===== src/rtl/pae_walk_pkg.sv =====
package pae_walk_pkg;

  typedef enum logic [1:0] {
    SEL_DIR_RD  = 2'd0,
    SEL_TBL_RD  = 2'd1,
    SEL_DIR_WB  = 2'd2,
    SEL_LEAF_WB = 2'd3
  } memSel_e;

  typedef enum logic [2:0] {
    ST_IDLE, ST_PTR, ST_RD_DIR, ST_RD_TBL, ST_CHECK, ST_WB_DIR, ST_WB_LEAF
  } walkState_e;

  // Control -> datapath strobes
  typedef struct packed {
    logic    latchReq;
    logic    capDir;
    logic    capTbl;
    logic    finOk;
    logic    finPf;
    logic    finGp;
    logic [2:0] pfCode;
    memSel_e memSel;
  } walkCtl_t;

  // Datapath -> control status
  typedef struct packed {
    logic cacheOk;
    logic ptrPresent;
    logic rdPresent;
    logic rdLarge;
    logic rdRsvd;
    logic rdNx;
    logic nxSeen;
    logic isLarge;
    logic isFetch;
    logic dirNeedsA;
    logic leafNeedsUpd;
  } walkSts_t;

  localparam logic [2:0] PF_NOT_PRESENT = 3'b000;
  localparam logic [2:0] PF_RESERVED    = 3'b011;
  localparam logic [2:0] PF_EXEC        = 3'b101;

endpackage


===== src/rtl/pae_walk_dpath.sv =====
module pae_walk_dpath
  import pae_walk_pkg::*;
#(
  parameter int LIN_W  = 32,
  parameter int PHYS_W = 52,
  parameter int ENT_W  = 64,
  parameter int SLOTS  = 4
) (
  input  logic                     clk,
  input  logic                     rstN,
  input  walkCtl_t                 ctl,
  input  logic [LIN_W-1:0]         reqLinAddr,
  input  logic [1:0]               reqAcc,
  input  logic                     ptrCacheValid,
  input  logic [SLOTS*ENT_W-1:0]   ptrCache,
  input  logic                     pgeEnable,
  input  logic                     nxEnable,
  input  logic [ENT_W-1:0]         memRdata,
  output walkSts_t                 sts,
  output logic [PHYS_W-1:0]        memAddr,
  output logic [ENT_W-1:0]         memWdata,
  output logic                     done,
  output logic                     pageFault,
  output logic                     gpFault,
  output logic [2:0]               pfErr,
  output logic [PHYS_W-13:0]       frame,
  output logic [20:0]              pageMask,
  output logic [8:0]               combAccess
);
  localparam int SLOT_W   = $clog2(SLOTS);
  localparam int FRAME_W  = PHYS_W - 12;
  localparam int IDX_W    = 9;
  localparam int BIG_W    = PHYS_W - 21;
  localparam logic [20:0] MASK_4K = 21'h000FFF;
  localparam logic [20:0] MASK_2M = 21'h1FFFFF;

  logic [ENT_W-1:0] slotEnt [SLOTS];
  for (genvar g = 0; g < SLOTS; g++) begin : gSlot
    assign slotEnt[g] = ptrCache[g*ENT_W +: ENT_W];
  end

  logic [LIN_W-1:0] linAddr;
  logic [1:0]       accReg;
  logic [ENT_W-1:0] ptrEnt, dirEnt, tblEnt;
  logic             cacheOk, isLarge, nxSeen;

  logic [IDX_W-1:0]  dirIdx, tblIdx;
  logic [PHYS_W-1:0] dirAddr, tblAddr;
  logic [ENT_W-1:0]  leafEnt;
  logic              isWrite;

  assign dirIdx  = linAddr[29:21];
  assign tblIdx  = linAddr[20:12];
  assign dirAddr = {ptrEnt[PHYS_W-1:12], dirIdx, 3'b000};
  assign tblAddr = {dirEnt[PHYS_W-1:12], tblIdx, 3'b000};
  assign leafEnt = isLarge ? dirEnt : tblEnt;
  assign isWrite = accReg[0];

  always_comb begin
    sts.cacheOk      = cacheOk;
    sts.ptrPresent   = ptrEnt[0];
    sts.rdPresent    = memRdata[0];
    sts.rdLarge      = memRdata[7];
    sts.rdRsvd       = |memRdata[20:13];
    sts.rdNx         = nxEnable & memRdata[ENT_W-1];
    sts.nxSeen       = nxSeen;
    sts.isLarge      = isLarge;
    sts.isFetch      = accReg[1];
    sts.dirNeedsA    = ~dirEnt[5];
    sts.leafNeedsUpd = ~leafEnt[5] | (isWrite & ~leafEnt[6]);
  end

  always_comb begin
    memAddr  = dirAddr;
    memWdata = '0;
    unique case (ctl.memSel)
      SEL_DIR_RD:  memAddr = dirAddr;
      SEL_TBL_RD:  memAddr = tblAddr;
      SEL_DIR_WB: begin
        memAddr  = dirAddr;
        memWdata = dirEnt | ENT_W'(64'h20);
      end
      SEL_LEAF_WB: begin
        memAddr  = isLarge ? dirAddr : tblAddr;
        memWdata = leafEnt | ENT_W'(64'h20) | (ENT_W'(isWrite) << 6);
      end
      default: ;
    endcase
  end

  always_ff @(posedge clk) begin
    if (!rstN) begin
      linAddr <= '0;
      accReg  <= '0;
      ptrEnt  <= '0;
      cacheOk <= 1'b0;
      dirEnt  <= '0;
      tblEnt  <= '0;
      isLarge <= 1'b0;
      nxSeen  <= 1'b0;
    end else begin
      if (ctl.latchReq) begin
        linAddr <= reqLinAddr;
        accReg  <= reqAcc;
        ptrEnt  <= slotEnt[reqLinAddr[LIN_W-1 -: SLOT_W]];
        cacheOk <= ptrCacheValid;
        nxSeen  <= 1'b0;
        isLarge <= 1'b0;
      end
      if (ctl.capDir) begin
        dirEnt  <= memRdata;
        isLarge <= memRdata[7];
        if (sts.rdNx) nxSeen <= 1'b1;
      end
      if (ctl.capTbl) begin
        tblEnt <= memRdata;
        if (sts.rdNx) nxSeen <= 1'b1;
      end
    end
  end

  logic [1:0]         permAnd;
  logic [FRAME_W-1:0] okFrame;
  assign permAnd = isLarge ? dirEnt[2:1] : (dirEnt[2:1] & tblEnt[2:1]);
  assign okFrame = isLarge ? {dirEnt[PHYS_W-1:21], tblIdx}
                           : tblEnt[PHYS_W-1:12];

  always_ff @(posedge clk) begin
    if (!rstN) begin
      done       <= 1'b0;
      pageFault  <= 1'b0;
      gpFault    <= 1'b0;
      pfErr      <= '0;
      frame      <= '0;
      pageMask   <= '0;
      combAccess <= '0;
    end else begin
      done      <= ctl.finOk | ctl.finPf | ctl.finGp;
      pageFault <= ctl.finPf;
      gpFault   <= ctl.finGp;
      pfErr     <= ctl.finPf ? ctl.pfCode : 3'b000;
      if (ctl.finOk) begin
        frame      <= okFrame;
        pageMask   <= isLarge ? MASK_2M : MASK_4K;
        combAccess <= {pgeEnable & leafEnt[8], 5'b00000, permAnd, 1'b0};
      end else begin
        frame      <= '0;
        pageMask   <= '0;
        combAccess <= '0;
      end
    end
  end

  logic unusedBits;
  assign unusedBits = ^{linAddr[LIN_W-1:30], linAddr[11:0], BIG_W[0]};

endmodule


===== src/rtl/pae_walk_ctrl.sv =====
module pae_walk_ctrl
  import pae_walk_pkg::*;
(
  input  logic     clk,
  input  logic     rstN,
  input  logic     reqValid,
  input  logic     memAck,
  input  walkSts_t sts,
  output walkCtl_t ctl,
  output logic     memReq,
  output logic     memWrite
);
  walkState_e state, nextState;
  logic execFault;

  assign execFault = sts.isFetch & (sts.nxSeen | sts.rdNx);

  always_comb begin
    nextState  = state;
    ctl        = '0;
    ctl.memSel = SEL_DIR_RD;
    memReq     = 1'b0;
    memWrite   = 1'b0;
    unique case (state)
      ST_IDLE: if (reqValid) begin
        ctl.latchReq = 1'b1;
        nextState    = ST_PTR;
      end
      ST_PTR: begin
        if (!sts.cacheOk) begin
          ctl.finGp = 1'b1;
          nextState = ST_IDLE;
        end else if (!sts.ptrPresent) begin
          ctl.finPf  = 1'b1;
          ctl.pfCode = PF_NOT_PRESENT;
          nextState  = ST_IDLE;
        end else begin
          nextState = ST_RD_DIR;
        end
      end
      ST_RD_DIR: begin
        memReq     = 1'b1;
        ctl.memSel = SEL_DIR_RD;
        if (memAck) begin
          ctl.capDir = 1'b1;
          if (!sts.rdPresent) begin
            ctl.finPf  = 1'b1;
            ctl.pfCode = PF_NOT_PRESENT;
            nextState  = ST_IDLE;
          end else if (sts.rdLarge) begin
            if (sts.rdRsvd) begin
              ctl.finPf  = 1'b1;
              ctl.pfCode = PF_RESERVED;
              nextState  = ST_IDLE;
            end else if (execFault) begin
              ctl.finPf  = 1'b1;
              ctl.pfCode = PF_EXEC;
              nextState  = ST_IDLE;
            end else begin
              nextState = ST_CHECK;
            end
          end else begin
            nextState = ST_RD_TBL;
          end
        end
      end
      ST_RD_TBL: begin
        memReq     = 1'b1;
        ctl.memSel = SEL_TBL_RD;
        if (memAck) begin
          ctl.capTbl = 1'b1;
          if (!sts.rdPresent) begin
            ctl.finPf  = 1'b1;
            ctl.pfCode = PF_NOT_PRESENT;
            nextState  = ST_IDLE;
          end else if (execFault) begin
            ctl.finPf  = 1'b1;
            ctl.pfCode = PF_EXEC;
            nextState  = ST_IDLE;
          end else begin
            nextState = ST_CHECK;
          end
        end
      end
      ST_CHECK: begin
        if (!sts.isLarge && sts.dirNeedsA) begin
          nextState = ST_WB_DIR;
        end else if (sts.leafNeedsUpd) begin
          nextState = ST_WB_LEAF;
        end else begin
          ctl.finOk = 1'b1;
          nextState = ST_IDLE;
        end
      end
      ST_WB_DIR: begin
        memReq     = 1'b1;
        memWrite   = 1'b1;
        ctl.memSel = SEL_DIR_WB;
        if (memAck) begin
          if (sts.leafNeedsUpd) begin
            nextState = ST_WB_LEAF;
          end else begin
            ctl.finOk = 1'b1;
            nextState = ST_IDLE;
          end
        end
      end
      ST_WB_LEAF: begin
        memReq     = 1'b1;
        memWrite   = 1'b1;
        ctl.memSel = SEL_LEAF_WB;
        if (memAck) begin
          ctl.finOk = 1'b1;
          nextState = ST_IDLE;
        end
      end
      default: nextState = ST_IDLE;
    endcase
  end

  always_ff @(posedge clk) begin
    if (!rstN) state <= ST_IDLE;
    else       state <= nextState;
  end

endmodule


===== src/rtl/pae_walker.sv =====
module pae_walker
  import pae_walk_pkg::*;
#(
  parameter int LIN_W  = 32,
  parameter int PHYS_W = 52,
  parameter int ENT_W  = 64,
  parameter int SLOTS  = 4
) (
  input  logic                   clk,
  input  logic                   rstN,
  input  logic                   reqValid,
  input  logic [LIN_W-1:0]       reqLinAddr,
  input  logic [1:0]             reqAcc,
  input  logic                   ptrCacheValid,
  input  logic [SLOTS*ENT_W-1:0] ptrCache,
  input  logic                   pgeEnable,
  input  logic                   nxEnable,
  output logic                   memReq,
  output logic                   memWrite,
  output logic [PHYS_W-1:0]      memAddr,
  output logic [ENT_W-1:0]       memWdata,
  input  logic                   memAck,
  input  logic [ENT_W-1:0]       memRdata,
  output logic                   done,
  output logic                   pageFault,
  output logic                   gpFault,
  output logic [2:0]             pfErr,
  output logic [PHYS_W-13:0]     frame,
  output logic [20:0]            pageMask,
  output logic [8:0]             combAccess
);
  walkCtl_t ctl;
  walkSts_t sts;

  pae_walk_ctrl ctrlI (
    .clk(clk), .rstN(rstN), .reqValid(reqValid), .memAck(memAck),
    .sts(sts), .ctl(ctl), .memReq(memReq), .memWrite(memWrite)
  );

  pae_walk_dpath #(
    .LIN_W(LIN_W), .PHYS_W(PHYS_W), .ENT_W(ENT_W), .SLOTS(SLOTS)
  ) dpathI (
    .clk(clk), .rstN(rstN), .ctl(ctl),
    .reqLinAddr(reqLinAddr), .reqAcc(reqAcc),
    .ptrCacheValid(ptrCacheValid), .ptrCache(ptrCache),
    .pgeEnable(pgeEnable), .nxEnable(nxEnable), .memRdata(memRdata),
    .sts(sts), .memAddr(memAddr), .memWdata(memWdata),
    .done(done), .pageFault(pageFault), .gpFault(gpFault), .pfErr(pfErr),
    .frame(frame), .pageMask(pageMask), .combAccess(combAccess)
  );

endmodule


===== config.mk =====
export PLATFORM = sky130hd
export DESIGN_NAME = pae_walker
export DESIGN_NICKNAME = d
export VERILOG_FILES = /design/src/rtl/pae_walk_pkg.sv /design/src/rtl/pae_walk_dpath.sv /design/src/rtl/pae_walk_ctrl.sv /design/src/rtl/pae_walker.sv
export SDC_FILE = /design/constraint.sdc
export NUM_CORES = 1
export LEC_CHECK = 0
export BUFFER_PORTS_ARGS = -buffer_cell sky130_fd_sc_hd__buf_4
export CAP_MARGIN = 5
export CORE_AREA = 3 3 217 219
export DETAILED_ROUTE_END_ITERATION = 16
export DIE_AREA = 0 0 220 222
export PLACE_DENSITY_LB_ADDON = 0.15
export SLEW_MARGIN = 20
export SYNTH_ARGS = -nofsm -noshare
export SYNTH_HDL_FRONTEND = slang
export SYNTH_SLANG_ARGS = --single-unit

===== constraint.sdc =====
create_clock -name clk -period 2.9 [get_ports clk]
set_input_delay 0.435 -clock clk [delete_from_list [all_inputs] [get_ports clk]]
set_output_delay 0.435 -clock clk [all_outputs]
set_load 0.02 [all_outputs]

# == After elaboration in Yosys (flattened, before gate mapping) ==
# Cells that the tools add are included.
# word_totals
reg_bits,294
elab_cells,122
# classes
bitwise,14
n_mux,64
order_cmp,1
eq_ne,14
n_reduce_logical,12
# ops
operator,n
two-way mux 52 bit,3
case mux 52 bit (3 select lines),1
binary-select mux 64 bit (select 2 bit),1
case mux 64 bit (2 select lines),1
two-way mux 64 bit,1
OR 64 x 7 -> 64 bit,1
two-way mux 3 bit,19
two-way mux 40 bit,1
two-way mux 1 bit,28
two-way mux 21 bit,1
case mux 3 bit (7 select lines),1
"!= test 2 bit, second input constant",5
"equality test 3 bit, second input constant",3
OR reduction 8 bit,1
"equality test 3 x 2 -> 1 bit, second input constant",2
two-way mux 2 bit,3
case mux 1 bit (3 select lines),2
case mux 2 bit (3 select lines),1
case mux 3 bit (2 select lines),1
AND reduction 5 bit,1
AND 1 bit,4
"equality test 2 bit, second input constant",2
OR 1 bit,4
AND reduction 2 bit,2
13 further kinds,16

# == Longest topological paths before layout ==
# Gate-level depths: netlist of run 1.
# logic_depth
word_depth,11
mapped_depth,8
depth_no_buf,5

# == Modules after synthesis ==
# From an unflattened synthesis of run 1, not the netlist that was laid out.
# unflattened
cells_unflattened,1252
area_unflattened_um2,12306.8
# by_module_without_submodules
mod,area_each_um2,cells_per_inst,seq_area_each_um2,n_inst
pae_walk_dpath,11878.9,1194,4864.7,1
pae_walk_ctrl,427.9,58,60.1,1

# == Worst setup path before layout of run 1 ==
# Ideal clock, no wire load.
# synth_path
path_kind,flip-flop to output port
startpoint,register ctrlI.state[0]
endpoint,output memAddr[41]
n_path_buf,2
t_required_ns,2.465
setup_slack_ns,0.888
arrival_time_ns,1.577
stages_incl_launch_ff,7
path_cell_list,dfxtp_1 inv_2 and3_1 o21ai_2 buf_4 buf_4 mux2_1
# synth_via
elab_chain_len,5
word_cells_on_any_way,10
cone_classes,eq/ne: 6; mux: 2; reduce/logical: 2
# synth_lines
item,line,text
start: declaration,pae_walk_ctrl.sv:13,"walkState_e state, nextState;"
start signal: assignment,pae_walk_ctrl.sv:123,else state <= nextState;
equality test 3 bit / equality test 3 x 2 -> 1 bit (equally long branches),pae_walk_ctrl.sv:24,unique case (state)
case mux 2 bit (3 select lines) *,pae_walk_ctrl.sv:24,
equality test 2 bit / zero test 2 bit (equally long branches),pae_walk_dpath.sv:76,unique case (ctl.memSel)
OR reduction 2 bit (no line),--,
case mux 52 bit (3 select lines) *,pae_walk_dpath.sv:76,
end: declaration,pae_walker.sv:20,"output logic [PHYS_W-1:0] memAddr,"
# Every way passes the cells marked *; elsewhere a longest branch is shown, timed or not.

# == Final worst setup path of run 1 ==
# layout_path
startpoint,register ctrlI.state[0]
endpoint,output memAddr[26]
# The elaborated chain is that of the path after synthesis.

==> results of run 1 <==
kinds of logic (layout without fill, tap and decap cells):
kind of cell	Yosys count	count (layout)	share of synthesized area, %
multiplexers	132	132	16.85
other	1	9	0.03333
flip-flops	246	246	43.77
buffers and inverters	142	534	6.372
AND/OR/NAND/NOR	478	478	16.90
AO/OA/AOI/OAI	288	288	16.08
how the worst min path moves through the flow:
| stage | from | end | slack, ps | depth (start not counted) |
|---|---|---|---|---|
| final | memRdata[31] | dpathI.dirEnt[31] | 130 | 3 |
| after CTS | reqLinAddr[26] | dpathI.linAddr[26] | 90 | 3 |
| after floorplan | dpathI.nxSeen | dpathI.nxSeen | 430 | 2 |
| after global routing | memRdata[21] | dpathI.tblEnt[21] | 100 | 3 |
| after detailed placement | dpathI.ptrEnt[39] | dpathI.ptrEnt[39] | 440 | 2 |
| after global placement | dpathI.ptrEnt[37] | dpathI.ptrEnt[37] | 440 | 2 |
power breakdown:
part / internal, uW / leakage [uW] / switching, uW / total, uW
Combinational: 470 / 0.00393 / 416 / 886
Clock: 2500 / 0.000520 / 1500 / 4000
Sequential: 3440 / 0.00199 / 43.2 / 3490
repair_timing:
item	4_1_cts	5_1_grt
gates resized for setup	2	1
hold endpoints to repair	0	0
setup endpoints to repair	90	50
hold buffers	0	0
gates cloned	0	0
stage by stage:
step                      instances  area [sq um]  power, uW  setup WS, ps
after floorplan                1295         11280       3974         887.7
after global placement         2233         15110       4452         544.9
after detailed placement       2233         15110       4458         543.1
after CTS                      2287         16170       8507         11.20
after global routing           2287         16170       8701         35.43
final                          2287         16170       8369         134.8
flip-flops by register name (all words and copies together) (netlist names):
signal / count
dpathI.pageFault: 1
dpathI.pageMask: 2
dpathI.isLarge: 1
dpathI.pfErr: 3
dpathI.linAddr: 18
dpathI.dirEnt: 64
dpathI.cacheOk: 1
dpathI.accReg: 2
dpathI.tblEnt: 64
dpathI.done: 1
dpathI.nxSeen: 1
dpathI.gpFault: 1
dpathI.combAccess: 3
dpathI.ptrEnt: 41
dpathI.frame: 40
ctrlI.state: 3
metal layers:
layer	up-vias	part of all wire, %	track usage (%)
met5	-	0	0
met4	0	1.9	4.155
met3	46	6.2	3.522
met2	359	49	30.12
met1	5139	43	22.89
li1	5130	-	-
tightest hold or removal path, stage by stage:
cell,delay (ps)
buf_4,110
nand2_1,50
a21oi_1,50
layout by cell type (no fill, tap or decap), drive strengths merged, types with 4 or more instances in the layout:
cell type and instances:
buf 472, nand2 392, dfxtp 246, a21oi 197
a22o 62, nor2 54, mux2 49, clkbuf 46
mux2i 42, mux4 41, conb 9, inv 8
o21ai 6, nand3 6, nor2b 6, nand2b 5
clkinv 4, bufinv 4
area by class of cell:
type	instances	area, sq um	area share [%]
Clock inverter	8	140.1	0.8667
Timing Repair Buffer	472	3694	22.84
Clock buffer	46	912.1	5.641
Multi-Input combinational cell	907	5708	35.30
Sequential cell	246	4930	30.49
Inverter	8	35.03	0.2167
Tap cell	600	750.7	4.643
==> results.md, run 1 <==
- Req. time, crit path: ~2500 ps
- Final Cycle Share: a little over nine tenths
- CP delay by family, top: flip-flops
- Clock Pin Slew Worst Setup and Hold Paths: about 60 ps
- Area added between synthesis and finish: 43.70%
- CP cell instances: inv_2 -> and3_1 -> o21ai_4 -> buf_12 -> mux2_2 -> buf_4
- Final GP Congestion: 0.7755
- Layout filler cell count: 4769
- Clk sink count: 246
- Skew final: 10.05 ps
- CTS Buf Count: 30
- Slowest-stage cell, CP: dfxtp_2
- CP Buf/Inv Count: 3
- Pin count of the biggest net entering global routing: 73
- GRT Overall Usage: 17.65%
- Synth Instances: 1287
- Dominant cell type by area after synthesis: dfxtp_1
- Setup bufs post-CTS: 0
- P per Cell Area: 517.6 nW/um^2
- Start point of the critical path: ctrlI.state[0]
- R2R Path End: dpathI.pfErr[0]
- Rel. slew slack: between 50% and 60%
- CP startpoint kind: register
- Starting Density: 24.85%
- Netlist cell types: 52
- Levels on crit path: 6
- Placeable Area: between 40000 and 50000 sq um
- Vias in the first global route: 10640
- Post-synthesis register bit count: around 250
- # rows: 78
- Status: complete, no violations
- Die area: 48840 sq um
- Top cell type's share of synthesized area: 43.77%
- Crit end category: output pin
- Avg Cell Area, Syn: 8.743 sq um
- Worst setup path end: memAddr[26]
- Dpl hpwl: around 31000 microns
- R2r worst-path depth: 5
- WP data arrival: 2330 ps
- Vias after detailed routing: roughly 11000
- Synth top area cells: dfxtp_1 (44%), nand2_1 (13%), a21oi_1 (8.7%)
- Via density: 4.667
- Clock Tree Root: clkbuf_16
- Die height: 222 microns
- PortBufs: between 400 and 500
- Cell with the most instances after synthesis: nand2_1
- Mapped cell area: around 11000 sq um
- Util after Layout: between 30% and 40%
- Worst Tran Pin Value: 609.1 ps
- First-pass GRT wire length: 66360 microns
- Async SR Flop Fraction: 0%
- Hold Vio Cnt, Final: 0
- Max-Cap Viols: 0
- Layout cells sized above 1: 37.23%
- Routed Antenna Nets: 0
- IO Pins: 555
- Maximum clock path buffer count: 3
- Commonest cells in the netlist: nand2_1 (392), dfxtp_1 (246), a21oi_1 (195)
- Fin crit period: approximately 2800 ps
- Final nets: between 2000 and 2500
- Initial antenna violation count: 0
- Max stage delay on crit path: 490 ps
- H-tree Lvls: 1
- Critical path class: register to output pin
- Final setup fails: 0
- RSZ-0062 raised after global routing: false
- Reg2Reg Setup Slack: 750 ps
- Main synth FF type: dfxtp_1
- Initial drt markers: approximately 570
- Worst hold margin: 126.0 ps
- Clock latency on the worst-skew pair: roughly 560 ps
- Drt wl/cell: 19.76 microns
- DR DRC count: 0
- Chip width: 220 microns
- CTS tree: yes
- Worst r2r src: ctrlI.state[1]
- GR Overflow Total: 0
- Fmax: about 0.36 GHz
- Pre-antenna DRT Iters: 5
- Setup_tns: 0 ps
- Worst vdd ir: 0.3307 mV
- HP Class: input pin to register
- WL final: 45200 microns
- Synth warnings: 0
- Antenna diode count: 0
- Leakage: 0.006439 uW
- Number of flops mapped to enable cells by yosys: 0
- Crit-path max FO: 27
- Number of max-slew violations in the final report: 0
- Seq/Total Area, Yosys: 43.77%
Power figures use the tool's default switching activity.
==> run 2, diff against run 1 <==
--- a/config.mk
+++ b/config.mk
@@ -7,11 +7,12 @@
 export LEC_CHECK = 0
 export BUFFER_PORTS_ARGS = -buffer_cell sky130_fd_sc_hd__buf_4
 export CAP_MARGIN = 5
-export CORE_AREA = 3 3 217 219
+export CORE_AREA = 3 3 214 216
 export DETAILED_ROUTE_END_ITERATION = 16
-export DIE_AREA = 0 0 220 222
+export DIE_AREA = 0 0 217 219
 export PLACE_DENSITY_LB_ADDON = 0.15
 export SLEW_MARGIN = 20
 export SYNTH_ARGS = -nofsm -noshare
 export SYNTH_HDL_FRONTEND = slang
+export SYNTH_HIERARCHICAL = 1
 export SYNTH_SLANG_ARGS = --single-unit
==> results.md, run 2 <==
- Status: complete, no violations
- H-tree Lvls: 1 (unchanged)
- Avg Cell Area, Syn: 9.830 sq um (+12%)
- Starting Density: 27.89% (+3.0 points)
- Fin crit period: 2879 ps (+113.6 ps)
- Synth top area cells: dfxtp_1 (40%), mux2i_1 (22%), nor2b_1 (7.8%)
- Footprint of the multi-input gates: 6738 sq um (+18%)
- Power after layout: 8101 uW (-3.2%)
- Maximum clock path buffer count: 3 (unchanged)
- First-pass GRT wire length: 66850 microns (+0.73%)
- Commonest cells after routing, fill and taps aside: buf_4 (425), mux2i_1 (271), dfxtp_1 (244), nor2b_1 (152), nand2_1 (131)
- Chip width: 217 microns (-1.4%)
- RSZ-0062 raised after global routing: true
- Clock Pin Slew Worst Setup and Hold Paths: 60 ps (about the same)
- Met2 Use GR: 31.56% (+1.4 points)
- Clock latency on the worst-skew pair: 570 ps (about the same)
- Vias in the first global route: 10530 (-1.0%)
- Async SR Flop Fraction: 0% (unchanged)
- Number of max-slew violations in the final report: 0 (unchanged)
- Design area: 17440 sq um (+7.9%)
- Seq/Total Area, Yosys: 40.02% (-3.8 points)
- Initial drt markers: 352 (-38%)
- Top cell type's share of synthesized area: 40.02% (-3.8 points)
- HP Class: input pin to register
- PortBufs: 441 (unchanged)
- Mapped cell area: 12310 sq um (+9.4%)
- Rel. slew slack: 43.38% (-16 points)
- Placeable Area: 44120 sq um (-2.6%)
- Main synth FF type: dfxtp_1
- Final Cycle Share: 99.27% (+3.9 points)
- GR Overflow Total: 0 (unchanged)
- Vias after detailed routing: 10290 (-3.6%)
- Dpl cell area: 15950 sq um (+5.6%)
- Number of flops mapped to enable cells by yosys: 0 (unchanged)
- Critical path class: register to output pin
- Met3 Usage GRT: 4.279% (+0.76 points)
- Skew final: 21.94 ps (+11.90 ps)
- Commonest cells in the netlist: mux2i_1 (271), dfxtp_1 (246), nor2b_1 (153)
- Post-synthesis register bit count: 246 (unchanged)
- Drt wl/cell: 20.40 microns (+3.2%)
- Layout cells sized above 1: 35.73% (-1.5 points)
- Register Area: 4932 sq um (about the same)
- CTS tree: yes
- Req. time, crit path: 2470 ps (about the same)
- Cell with the most instances after synthesis: mux2i_1
- CTS Buf Count: 31 (+3.3%)
- Worst Tran Pin Value: 849.4 ps (+240.3 ps)
- Max-Cap Viols: 0 (unchanged)
- Synth warnings: 6 (+6)
- Dominant cell type by area after synthesis: dfxtp_1
- Crit-path max FO: 5 (-81%)
- Layout filler cell count: 4446 (-6.8%)
- Hold Vio Cnt, Final: 0 (unchanged)
- Grt peak-use layer: met2
- Crit end category: output pin
- Netlist cell types: 47 (-9.6%)
- Hold_buf cts: 0 (unchanged)
- Slowest-stage cell, CP: dfxtp_4
- Synth Instances: 1252 (-2.7%)
- CP cell instances: buf_6 -> xor2_2 -> and2_4 -> a21boi_4 -> buf_12 -> buf_8 -> clkbuf_16 -> mux2_2 -> buf_6
- Final setup fails: 0 (unchanged)
- Via density: 4.568 (-2.1%)
- IO Pins: 555 (unchanged)
- WP data arrival: 2440 ps (+110 ps)
- Pre-antenna DRT Iters: 4 (-1)
- WL final: 45950 microns (+1.7%)
- DR DRC count: 0 (unchanged)
- GRT Overall Usage: 18.30% (+0.65 points)
- Routed Antenna Nets: 0 (unchanged)
- Reg2Reg Setup Slack: 570 ps (-180 ps)
- Clock Tree Root: clkbuf_16
- Largest registers: dpathI/dirEnt (64), dpathI/tblEnt (64), dpathI/ptrEnt (41)
- # rows: 77 (-1.3%)
- P per Cell Area: 464.4 nW/um^2 (-10%)
- Clk sink count: 246 (unchanged)
- Area added between synthesis and finish: 41.74%
- Pin count of the biggest net entering global routing: 88 (+21%)
- Leakage: 0.006707 uW (+4.2%)
- Initial antenna violation count: 3 (+3)
- Dpl hpwl: 30360 microns (-2.8%)
- Final nets: 2002 (-1.2%)
- Most frequent CP cell: buf_6
- Fmax: 0.3474 GHz (-3.9%)
- Leading cell type in the layout, fill and taps excluded: buf_4
- CP startpoint kind: register
- Die area: 47520 sq um (-2.7%)
- Routing usage on met1: 23.21% (+0.32 points)
- Max stage delay on crit path: 350 ps (-140 ps)
- Worst vdd ir: 0.2930 mV (-11%)
- Die height: 219 microns (-1.4%)
- Final GP Congestion: 0.7812 (+0.74%)
-- run 2: power breakdown --
part | switching [uW] | internal, uW
logic | 416 | 555
registers | 56.0 | 3450
clock network | 1470 | 2150
total | 1940 | 6160
-- run 2: timing repair --
action | 4_1_cts | 5_1_grt
setup endpoints to repair | 56 | 70
pin swaps | 2 | 2
cloned | 6 | 1
gates resized for setup | 48 | 39
buffers inserted | 4 | 3
-- run 2: worst paths after layout --
check / startpoint / endpoint / cells past startpoint
worst max-delay path: ctrlI/state[0] / memAddr[36] / 9
worst min-delay path: reqLinAddr[26] / dpathI/linAddr[26] / 3
worst max register to register: ctrlI/state[0] / dpathI/done / 8
worst min register to register: dpathI/dirEnt[1] / dpathI/combAccess[1] / 2
-- run 2: per-layer routing --
| metal | share of wire (%) | vias up |
|---|---|---|
| li1 | - | 5070 |
| met1 | 43 | 4889 |
| met2 | 48 | 289 |
| met3 | 6.6 | 40 |
| met4 | 1.9 | 0 |
| met5 | 0 | - |
-- run 2: through the flow --
| stage | hold slack [ps] | utilization, % | cells | TNS (ps) | setup slack (ps) |
|---|---|---|---|---|---|
| 2_1_floorplan | 440.8 | - | 1260 | 0 | 626.6 |
| 3_3_place_gp | 463.4 | 36.16 | 2186 | 0 | 438.1 |
| 3_5_place_dp | 462.4 | 36.16 | 2186 | 0 | 448.9 |
| 4_1_cts | 87.91 | 39.10 | 2245 | -27.05 | -23.42 |
| 5_1_grt | 98.79 | 39.53 | 2252 | -1460 | -74.51 |
| 6_report | 125.4 | 39.53 | 2252 | 0 | 21.22 |
-- run 2: layout make-up --
cell class	count	area share, %
multi-input combinational	874	38.62
inverter	4	0.08607
antenna	3	0.04304
timing repair buffer	484	23.31
clock buffer	45	5.265
sequential	246	28.27
clock inverter	4	0.1506
tap	592	4.246
-- run 2: critical path: cells and delay by family (launching register included) --
kind | cells | cell delay, ps
compound gates | 1 | 200
flops | 1 | 350
mux | 1 | 350
xor+xnor | 1 | 140
buf+inv | 5 | 660
simple gates | 1 | 180
-- run 2: cells by family after synthesis --
kind of cell / after synthesis / share of synthesized area (%)
AOI/OAI and AO/OA: 130 / 8.215
xor gates and xnor gates: 3 / 0.2135
buffers and inverters: 140 / 6.679
DFF: 246 / 40.02
muxes: 320 / 26.83
other: 1 / 0.03047
and+or+nand+nor: 412 / 18.02
==> run 3, diff against run 2 <==
--- a/config.mk
+++ b/config.mk
@@ -7,9 +7,11 @@
 export LEC_CHECK = 0
 export BUFFER_PORTS_ARGS = -buffer_cell sky130_fd_sc_hd__buf_4
 export CAP_MARGIN = 5
-export CORE_AREA = 3 3 214 216
+export CELL_PAD_IN_SITES_DETAIL_PLACEMENT = 1
+export CELL_PAD_IN_SITES_GLOBAL_PLACEMENT = 1
+export CORE_AREA = 3 3 213 215
 export DETAILED_ROUTE_END_ITERATION = 16
-export DIE_AREA = 0 0 217 219
+export DIE_AREA = 0 0 216 218
 export PLACE_DENSITY_LB_ADDON = 0.15
 export SLEW_MARGIN = 20
 export SYNTH_ARGS = -nofsm -noshare
==> results.md, run 3 (synthesized netlist as in run 2, its figures left out) <==
- Status: complete, no violations
- Power after layout: 8135 uW (+0.43%)
- CTS tree: yes
- Design area: 17060 sq um (-2.2%)
- Skew final: 11.90 ps (-10.04 ps)
- Vias in the first global route: 10900 (+3.5%)
- WL final: 46030 microns (+0.18%)
- Layout filler cell count: 5046 (+13%)
- DR DRC count: 0 (unchanged)
- Layout cells sized above 1: 35.29% (-0.44 points)
- Sw Ratio: 23.93% (about the same)
- IO Pins: 555 (unchanged)
- Pin count of the biggest net entering global routing: 89 (+1.1%)
- Cell-internal power: 6189 uW (+0.43%)
- Vias after detailed routing: 10470 (+1.7%)
- Power share of the combinational group: 11.5% (-0.5 points)
- P per Cell Area: 476.8 nW/um^2 (+2.7%)
- PortBufs: 441 (unchanged)
- Initial drt markers: 401 (+14%)
- Worst vdd ir: 0.3902 mV (+33%)
- Dpl hpwl: 31730 microns (+4.5%)
- Final Cycle Share: 96.14% (-3.1 points)
- Maximum clock path buffer count: 3 (unchanged)
- Final GP Congestion: 0.8146 (+4.3%)
- Register Area: 4930 sq um (about the same)
- GR Overflow Total: 0 (unchanged)
- CP cell instances: buf_6 -> xor2_1 -> and2_4 -> a21boi_4 -> buf_12 -> clkbuf_16 -> mux2_2 -> buf_4
- Leading cell type in the layout, fill and taps excluded: buf_4
- Footprint of the multi-input gates: 6633 sq um (-1.6%)
- Crit-path max FO: 8 (+3)
- Largest registers: dpathI/dirEnt (64), dpathI/tblEnt (64), dpathI/ptrEnt (41)
- Die area: 47090 sq um (-0.92%)
- Final nets: 1992 (-0.50%)
- Final non-filler cell total: 2249 (-0.13%)
- Routed Antenna Nets: 0 (unchanged)
- GRT Overall Usage: 18.67% (+0.37 points)
- Slowest-stage cell, CP: mux2_2
- Max-Cap Viols: 0 (unchanged)
- Chip width: 216 microns (-0.46%)
- Clock latency on the worst-skew pair: 560 ps (about the same)
- Max stage delay on crit path: 350 ps (about the same)
- Placed Instances: 2186 (unchanged)
- Critical path class: register to output pin
- RSZ-0062 raised after global routing: true
- Setup_tns: 0 ps (unchanged)
- CTS Buf Count: 30 (-3.2%)
- Dpl cell area: 15940 sq um (about the same)
- Final setup fails: 0 (unchanged)
- Fin crit period: 2788 ps (-90.59 ps)
- CP startpoint kind: register
- Drt wl/cell: 20.47 microns (+0.31%)
- Commonest cells after routing, fill and taps aside: buf_4 (458), mux2i_1 (271), dfxtp_1 (244), nor2b_1 (152), nand2_1 (131)
- Leakage: 0.006569 uW (-2.1%)
- CP Buf/Inv Count: 4 (-1)
- Number of max-slew violations in the final report: 0 (unchanged)
- Hold_buf cts: 0 (unchanged)
- H-tree Lvls: 1 (unchanged)
- Initial antenna violation count: 3 (unchanged)
- Fmax: 0.3587 GHz (+3.2%)
- Worst Tran Pin Value: 812.3 ps (-37.08 ps)
- First-pass GRT wire length: 68840 microns (+3.0%)
- Clk sink count: 246 (unchanged)
- Area added between synthesis and finish: 38.65%
- Via density: 4.654 (+1.9%)
- Util after Layout: 38.84% (-0.69 points)
- Die height: 218 microns (-0.46%)
- Crit end category: output pin
- Clk pwr share: 45.4% (+0.7 points)
- Hold Vio Cnt, Final: 0 (unchanged)
- HP Class: input pin to register
- WP data arrival: 2350 ps (-90 ps)
- Pre-antenna DRT Iters: 4 (unchanged)
- Placeable Area: 43930 sq um (-0.44%)
- Starting Density: 28.01% (+0.12 points)
- Sw Pwr: 1946 uW (+0.41%)
- Rel. slew slack: 45.85% (+2.5 points)
- Clock Tree Root: clkbuf_16
- CP delay by family, top: buffers and inverters
- Clock Pin Slew Worst Setup and Hold Paths: 60 ps (about the same)
- # rows: 77 (unchanged)
- Sequential share of power: 43.1% (-0.2 points)
- Req. time, crit path: 2470 ps (about the same)
run 3: repair_timing:
action | CTS | global route
gates cloned | 1 | 1
setup buffers | 3 | 0
resized for setup | 10 | 12
setup endpoints to repair | 61 | 52
pin swaps | 1 | 0
run 3: power groups by stage:
stage	Sequential (uW)	Clock, uW	Combinational [uW]
floorplan	3560	0	465
global placement	3580	0	932
detailed placement	3580	0	936
CTS	3510	3840	945
global route	3510	4000	1010
finish	3510	3700	932
run 3: final timing paths:
check / from / depth (start not counted) / end / slack (ps)
setup / recovery: ctrlI/state[0] / 8 / memAddr[19] / 110
hold / removal: reqLinAddr[24] / 3 / dpathI/linAddr[24] / 140
setup reg to reg: dpathI/isLarge / 7 / dpathI/frame[4] / 490
hold reg to reg: dpathI/dirEnt[1] / 2 / dpathI/combAccess[1] / 480
run 3: worst min-delay path, delay by kind of cell:
family / cells / cell delay, ps
AND/OR/NAND/NOR: 1 / 90
multiplexers: 1 / 50
buffers and inverters: 1 / 70
run 3: cell type report:
| type | instances | area share (%) |
|---|---|---|
| Antenna cell | 2 | 0.02933 |
| Clock buffer | 48 | 5.331 |
| Clock inverter | 8 | 0.3960 |
| Inverter | 4 | 0.08799 |
| Multi-Input combinational cell | 874 | 38.87 |
| Sequential cell | 246 | 28.89 |
| Tap cell | 592 | 4.341 |
| Timing Repair Buffer | 475 | 22.06 |
run 3: stage by stage:
step | setup WS [ps] | hold WS, ps
finish | 111.8 | 137.4
global route | -6.229 | 109.1
CTS | 0.2587 | 101.1
detailed placement | 450.1 | 474.7
global placement | 502.2 | 465.0
floorplan | 626.6 | 440.8
run 3: layer usage:
metal / GRT usage (%) / part of all wire [%] / wire [microns] / vias up
li1: - / - / - / 5054
met1: 23.75 / 43 / 19960 / 5097
met2: 31.82 / 48 / 22030 / 276
met3: 5.225 / 7.0 / 3219 / 39
met4: 3.721 / 1.8 / 819 / 0
met5: 0 / 0 / 0 / -
